==> config.mk <==
export PLATFORM = sky130hd
export DESIGN_NAME = flash_access_gate
export DESIGN_NICKNAME = d
export VERILOG_FILES = /design/src/rtl/fag_pkg.sv /design/src/rtl/fag_cfg_store.sv /design/src/rtl/fag_policy.sv /design/src/rtl/fag_issue.sv /design/src/rtl/flash_access_gate.sv
export SDC_FILE = /design/constraint.sdc
export NUM_CORES = 1
export LEC_CHECK = 0
export ABC_CLOCK_PERIOD_IN_PS = 1450
export BUFFER_PORTS_ARGS = -buffer_cell sky130_fd_sc_hd__buf_2
export CORE_MARGIN = 2
export CORE_UTILIZATION = 45
export CTS_BUF_LIST = sky130_fd_sc_hd__clkbuf_8
export CTS_CLUSTER_DIAMETER = 200
export DETAILED_ROUTE_END_ITERATION = 10
export HOLD_SLACK_MARGIN = 0.02
export PLACE_DENSITY = 0.81
export SETUP_SLACK_MARGIN = 0.3
export SYNTH_ARGS = -nofsm -noshare
export SYNTH_HDL_FRONTEND = slang
export SYNTH_SLANG_ARGS = --single-unit
==> constraint.sdc <==
create_clock -name clk -period 1.45 [get_ports clk]
set_input_delay 0.0725 -clock clk [delete_from_list [all_inputs] [get_ports clk]]
set_output_delay 0.0725 -clock clk [all_outputs]
set_load 0.05 [all_outputs]
==> src/rtl/fag_pkg.sv <==
package fag_pkg;

  localparam int OP_W = 3;

  typedef enum logic [OP_W-1:0] {
    OP_READ       = 3'd0,
    OP_VERIFY     = 3'd1,
    OP_PROG       = 3'd2,
    OP_SECT_ERASE = 3'd3,
    OP_CHIP_ERASE = 3'd4
  } op_e;

  // Operations that occupy the memory for a while and so hold busy.
  function automatic logic op_holds_busy(logic [OP_W-1:0] op);
    return (op == OP_PROG) || (op == OP_SECT_ERASE) || (op == OP_CHIP_ERASE);
  endfunction

  function automatic logic op_is_chip(logic [OP_W-1:0] op);
    return op == OP_CHIP_ERASE;
  endfunction

endpackage

==> src/rtl/fag_cfg_store.sv <==
module fag_cfg_store #(
  parameter int NSECT = 12
) (
  input  logic             clk,
  input  logic             rst_n,
  input  logic             img_secure,
  input  logic [NSECT-1:0] img_protect,
  input  logic             wipe,
  output logic             secure,
  output logic [NSECT-1:0] protect,
  output logic             wiped
);

  always_ff @(posedge clk) begin
    if (!rst_n) begin
      secure <= img_secure;
      wiped  <= 1'b0;
    end else begin
      wiped <= wipe;
      if (wipe) secure <= 1'b0;
    end
  end

  for (genvar g = 0; g < NSECT; g++) begin : g_prot
    logic bit_q;
    always_ff @(posedge clk) begin
      if (!rst_n)    bit_q <= img_protect[g];
      else if (wipe) bit_q <= 1'b0;
    end
    assign protect[g] = bit_q;
  end

  // outside reset nothing may set the security bit again
  assert_secure_never_rises_R1: assert property (@(posedge clk) disable iff (!rst_n)
    !$rose(secure));

endmodule

==> src/rtl/fag_policy.sv <==
module fag_policy
  import fag_pkg::*;
#(
  parameter int NSECT  = 12,
  parameter int SECT_W = 4
) (
  input  logic [OP_W-1:0]   op,
  input  logic [SECT_W-1:0] sect,
  input  logic              secure,
  input  logic [NSECT-1:0]  protect,
  output logic              allow
);

  logic             in_range;
  logic [NSECT-1:0] prot_shift;
  logic             locked;

  always_comb begin
    in_range   = int'(sect) < NSECT;
    prot_shift = protect >> sect;
    locked     = prot_shift[0];
    case (op)
      OP_CHIP_ERASE:               allow = 1'b1;
      OP_READ, OP_VERIFY, OP_PROG: allow = !secure && in_range;
      OP_SECT_ERASE:               allow = !secure && in_range && !locked;
      default:                     allow = 1'b0;
    endcase
  end

endmodule

==> src/rtl/fag_issue.sv <==
module fag_issue
  import fag_pkg::*;
#(
  parameter int SECT_W = 4
) (
  input  logic              clk,
  input  logic              rst_n,
  input  logic              req_valid,
  input  logic [OP_W-1:0]   req_op,
  input  logic [SECT_W-1:0] req_sect,
  input  logic              req_src,
  input  logic              allow,
  input  logic              mem_done,
  output logic              req_ready,
  output logic              gnt,
  output logic              blk,
  output logic [OP_W-1:0]   mem_op,
  output logic [SECT_W-1:0] mem_sect,
  output logic              mem_src,
  output logic              busy,
  output logic              chip_finish
);

  logic accept;
  logic chip_pend;

  assign req_ready   = !busy;
  assign accept      = req_valid && req_ready;
  assign chip_finish = busy && mem_done && chip_pend;

  always_ff @(posedge clk) begin
    if (!rst_n) begin
      gnt       <= 1'b0;
      blk       <= 1'b0;
      busy      <= 1'b0;
      chip_pend <= 1'b0;
      mem_op    <= '0;
      mem_sect  <= '0;
      mem_src   <= 1'b0;
    end else begin
      gnt <= accept && allow;
      blk <= accept && !allow;
      if (accept && allow) begin
        mem_op   <= req_op;
        mem_sect <= req_sect;
        mem_src  <= req_src;
        if (op_holds_busy(req_op)) begin
          busy      <= 1'b1;
          chip_pend <= op_is_chip(req_op);
        end
      end else if (busy && mem_done) begin
        busy      <= 1'b0;
        chip_pend <= 1'b0;
      end
    end
  end

  // a verdict is either a grant or a refusal, never both
  assert_one_verdict_R10: assert property (@(posedge clk) disable iff (!rst_n)
    !(gnt && blk));

  // a refusal never changes the busy state
  assert_blk_keeps_busy_R8: assert property (@(posedge clk) disable iff (!rst_n)
    blk |-> $stable(busy));

  // busy is held until completion is reported
  assert_busy_until_done_R7: assert property (@(posedge clk) disable iff (!rst_n)
    (busy && !mem_done) |=> busy);

endmodule

==> src/rtl/flash_access_gate.sv <==
module flash_access_gate
  import fag_pkg::*;
#(
  parameter int NSECT = 12,
  localparam int SECT_W = (NSECT > 1) ? $clog2(NSECT) : 1
) (
  input  logic              clk,
  input  logic              rst_n,
  input  logic              img_secure,
  input  logic [NSECT-1:0]  img_protect,
  input  logic              req_valid,
  output logic              req_ready,
  input  logic [OP_W-1:0]   req_op,
  input  logic [SECT_W-1:0] req_sect,
  input  logic              req_src,
  output logic              gnt,
  output logic              blk,
  output logic [OP_W-1:0]   mem_op,
  output logic [SECT_W-1:0] mem_sect,
  output logic              mem_src,
  output logic              busy,
  input  logic              mem_done,
  output logic              cfg_clear
);

  logic             secure;
  logic [NSECT-1:0] protect;
  logic             allow;
  logic             chip_finish;

  fag_cfg_store #(.NSECT(NSECT)) i_cfg (
    .clk         (clk),
    .rst_n       (rst_n),
    .img_secure  (img_secure),
    .img_protect (img_protect),
    .wipe        (chip_finish),
    .secure      (secure),
    .protect     (protect),
    .wiped       (cfg_clear)
  );

  fag_policy #(.NSECT(NSECT), .SECT_W(SECT_W)) i_policy (
    .op      (req_op),
    .sect    (req_sect),
    .secure  (secure),
    .protect (protect),
    .allow   (allow)
  );

  fag_issue #(.SECT_W(SECT_W)) i_issue (
    .clk         (clk),
    .rst_n       (rst_n),
    .req_valid   (req_valid),
    .req_op      (req_op),
    .req_sect    (req_sect),
    .req_src     (req_src),
    .allow       (allow),
    .mem_done    (mem_done),
    .req_ready   (req_ready),
    .gnt         (gnt),
    .blk         (blk),
    .mem_op      (mem_op),
    .mem_sect    (mem_sect),
    .mem_src     (mem_src),
    .busy        (busy),
    .chip_finish (chip_finish)
  );

  // a device that was secured at the decision edge only grants chip erase
  assert_secured_only_chip_R3: assert property (@(posedge clk) disable iff (!rst_n)
    gnt |-> (!$past(secure) || (mem_op == OP_CHIP_ERASE)));

  // a granted sector erase targeted a sector that was unprotected
  assert_no_protected_erase_R5: assert property (@(posedge clk) disable iff (!rst_n)
    (gnt && (mem_op == OP_SECT_ERASE)) |->
      ((($past(protect) >> mem_sect) & NSECT'(1)) == '0));

  // the clear command only follows a completion report
  assert_clear_after_done_R9: assert property (@(posedge clk) disable iff (!rst_n)
    cfg_clear |-> $past(busy && mem_done));

endmodule

==> impl_metrics.tcl <==
set metrics [dict create \
    grt_pass1_wl_um 3415 \
    powerDensity_mw_per_mm2 1019 \
    cts_tree "done" \
    grt_pass1_vias 855 \
    via_per_inst 5.055 \
    irDropWorstVdd_mv 0.6576 \
    cp_common_cell "nand2_2" \
    clock_skew_ps 3.455 \
    crit_arrival_ps 1730 \
    antenna_cells 0 \
    crit_start "i_cfg.g_prot[11].bit_q" \
    critPathCapture "i_issue.mem_sect[1]" \
    timing.final.crit_share_pct 105.1 \
    routed_wl_um 2148 \
    numPortBuffers 37 \
    ys_types 30 \
    syn_avg_cell_area_um2 10.41 \
    hold_violations 0 \
    drt_drc_violations_left 0 \
    antenna_found_initial 0 \
    cp_cell_sequence "mux4_2 > nand2_2 > o211ai_1 > nand2_2 > mux2i_1" \
    coreArea_mm2 0.002477 \
    worst-path-stages 5 \
    initial_core_util_pct 47.07 \
    reg2reg_depth 5 \
    synth_area_mm2 0.001166 \
    syn_nets 137 \
    maxCapViolCount 0 \
    syn2layout_area_growth_pct 24.89 \
    path_max_fanout 8 \
    post-cts-setup-buffers 0 \
    clock_latency_ps 270 \
    gp_congestion 0.8352 \
    cp.required_ps 1650 \
    layout-drive-gt1-share_pct 34.87 \
    grt_usage_pct 15.75 \
    overflow 0 \
    rsz0062_at_grt "yes" \
    ys_seq_elements 26 \
    hpwl_um 1649 \
    cpPeakStageDelay_ps 500 \
    cts.hold.buffers_added 0 \
    pin_count 38 \
    syn_inst 112 \
    outcome "finished, violations left" \
    start_kind "flip-flop" \
    synth_edf_count 13 \
    dieArea_mm2 0.003015 \
    setup_tns_ps -363.4 \
    cts_sinks 26 \
    route.vias.total 920 \
    critical_path_class "flip-flop to flip-flop" \
    yosysWarningCount 0 \
    endpoint_kind "flip-flop" \
    finalSetupViolCount 8 \
    cpMaxStageDelayCell "mux4_2" \
    rr_startpoint "i_cfg.g_prot[11].bit_q" \
    fp.dieW_um 54.91 \
    die_y_um 54.91 \
    max_freq_mhz 656.3 \
    ys.flop_type "edfxtp_1" \
    r2r_setup_slack_ps -70 \
    cts_made_buffers 3 \
    drv_slew 0 \
    utilization_pct 58.79 \
    row_count 18 \
    worst_slack_ps -73.60 \
    ant_nets 0 \
    routedWlPerCell_um 11.80 \
    root_buffer "clkbuf_8" \
    final_nets 178 \
    tightestPinTransition_ps 299.6 \
    drt_iter0_drc 21 \
    fin_crit_ps 1524 \
    clockBufferDepth 2 \
    ys_seq_area_share_pct 55.79 \
    leakage_nw 0.6288 \
    hold_class "input port to flip-flop" \
    dr.pass1.iters 4 \
    path_clk_slew_ps 80 \
    cp.buffers_inverters 0 \
    cp_top_family "multiplexers" \
    h-tree-depth 1 \
    async_flop_share_pct 0 \
    relSlewSlack_pct 79.95 \
    failed_checks "setup timing" \
    grt_max_degree 19 \
    r2r_end "i_issue.mem_sect[1]" \
]
[worst min-delay path by stage]
stage                     slack, ps             endpoint        start  depth (start not counted)
after floorplan                 210  i_issue.mem_sect[0]  req_sect[0]                          2
after global routing             40      i_issue.mem_src      req_src                          3
after CTS                        40      i_issue.mem_src      req_src                          3
after global placement          320      i_issue.mem_src      req_src                          3
final                            50      i_issue.mem_src      req_src                          3
after detailed placement        330      i_issue.mem_src      req_src                          3
[where the power goes]
part | switching, mW | internal (mW) | leakage [nW]
registers | 0.0151 | 0.811 | 0.241
clock network | 0.209 | 0.189 | 0.0269
logic | 0.164 | 0.0958 | 0.361
total | 0.388 | 1.10 | 0.629
[synthesized netlist by cell type (all sizes together) (2+ instances only)]
| library cell | instances | area (µm²) |
|---|---|---|
| a21oi | 5 | 28.78 |
| nand3 | 4 | 20.02 |
| clkbuf | 3 | 11.26 |
| edfxtp | 13 | 390.4 |
| dfxtp | 13 | 260.3 |
| nand2b | 3 | 18.77 |
| mux2 | 2 | 22.52 |
| o21ai | 3 | 15.01 |
| nor2 | 5 | 18.77 |
| nor2b | 16 | 100.1 |
| nand2 | 21 | 81.33 |
| mux2i | 7 | 70.07 |
| inv | 3 | 11.26 |
[cells by family (layout without fill, tap and decap cells)]
group           Yosys count  after routing  share of synthesized area [%]
compound gates           16             16                          9.122
buf+inv                   7             47                          2.575
flops                    26             26                          55.79
mux                      10             10                          9.871
simple gates             53             53                          22.64
[through the flow]
| stage | area [µm²] | total power [mW] | setup slack, ps | cells | hold WS, ps |
|---|---|---|---|---|---|
| after CTS | 1453 | 1.502 | -76.25 | 182 | 40.42 |
| after global routing | 1456 | 1.559 | -185.0 | 182 | 43.93 |
| after global placement | 1399 | 1.090 | -3.874 | 178 | 324.8 |
| after floorplan | 1172 | 1.014 | 54.61 | 112 | 214.9 |
| final | 1456 | 1.484 | -73.60 | 182 | 45.34 |
| after detailed placement | 1399 | 1.099 | -64.18 | 178 | 334.2 |
[per-layer routing]
layer | up-vias | share of wire (%) | global-route usage, %
met5 | - | 0 | 0
li1 | 466 | - | -
met2 | 35 | 47 | 27.58
met1 | 417 | 45 | 18.75
met3 | 2 | 7.4 | 3.763
met4 | 0 | 0.65 | 5.691
[placed cells by master, fill, tap and decap left out, drive strengths merged]
cell | netlist | final
buf | 1 | 40
nand2 | 21 | 21
nor2b | 16 | 16
edfxtp | 13 | 13
dfxtp | 13 | 13
mux2i | 7 | 7
nor2 | 5 | 5
a21oi | 5 | 5
nand3 | 4 | 4
inv | 3 | 4
nand2b | 3 | 3
o21ai | 3 | 3
clkbuf | 3 | 3
mux2 | 2 | 2
o22ai | 1 | 1
a221o | 1 | 1
mux4 | 1 | 1
a211o | 1 | 1
o211ai | 1 | 1
nor3 | 1 | 1
or3 | 1 | 1
a31oi | 1 | 1
and2 | 1 | 1
o2bb2ai | 1 | 1
o21bai | 1 | 1
nand3b | 1 | 1
o31ai | 1 | 1
[cell type report]
type | count | area, µm²
well taps | 30 | 37.54
repair buffers | 40 | 207.7
fillers | 229 | 1021
clock inverters | 1 | 3.754
flip-flops and latches | 26 | 654.4
clock buffers | 3 | 41.29
multi-input cells | 79 | 500.5
inverters | 3 | 11.26
[sequential cells by signal (all words and copies together), names as in the netlist]
signal,flops
i_cfg.secure,1
i_issue.mem_src,1
i_issue.blk,1
i_cfg.g_prot.bit_q,12
i_cfg.wiped,1
i_issue.mem_op,3
i_issue.busy,1
i_issue.mem_sect,4
i_issue.gnt,1
i_issue.chip_pend,1
[worst register-to-register path, cell delays in order, from the launching register on]
cell and delay (ps):
edfxtp_1 370, mux4_2 510, nand2_2 80, o211ai_1 100
nand2_2 200, mux2i_1 210
[what timing repair did]
| action | 4_1_cts | 5_1_grt |
|---|---|---|
| endpoints found under the setup margin | 12 | 12 |
| gates cloned | 0 | 0 |
| resized for setup | 4 | 1 |
| pin swaps | 5 | 3 |
No activity file was read; power rests on OpenSTA's default activity.
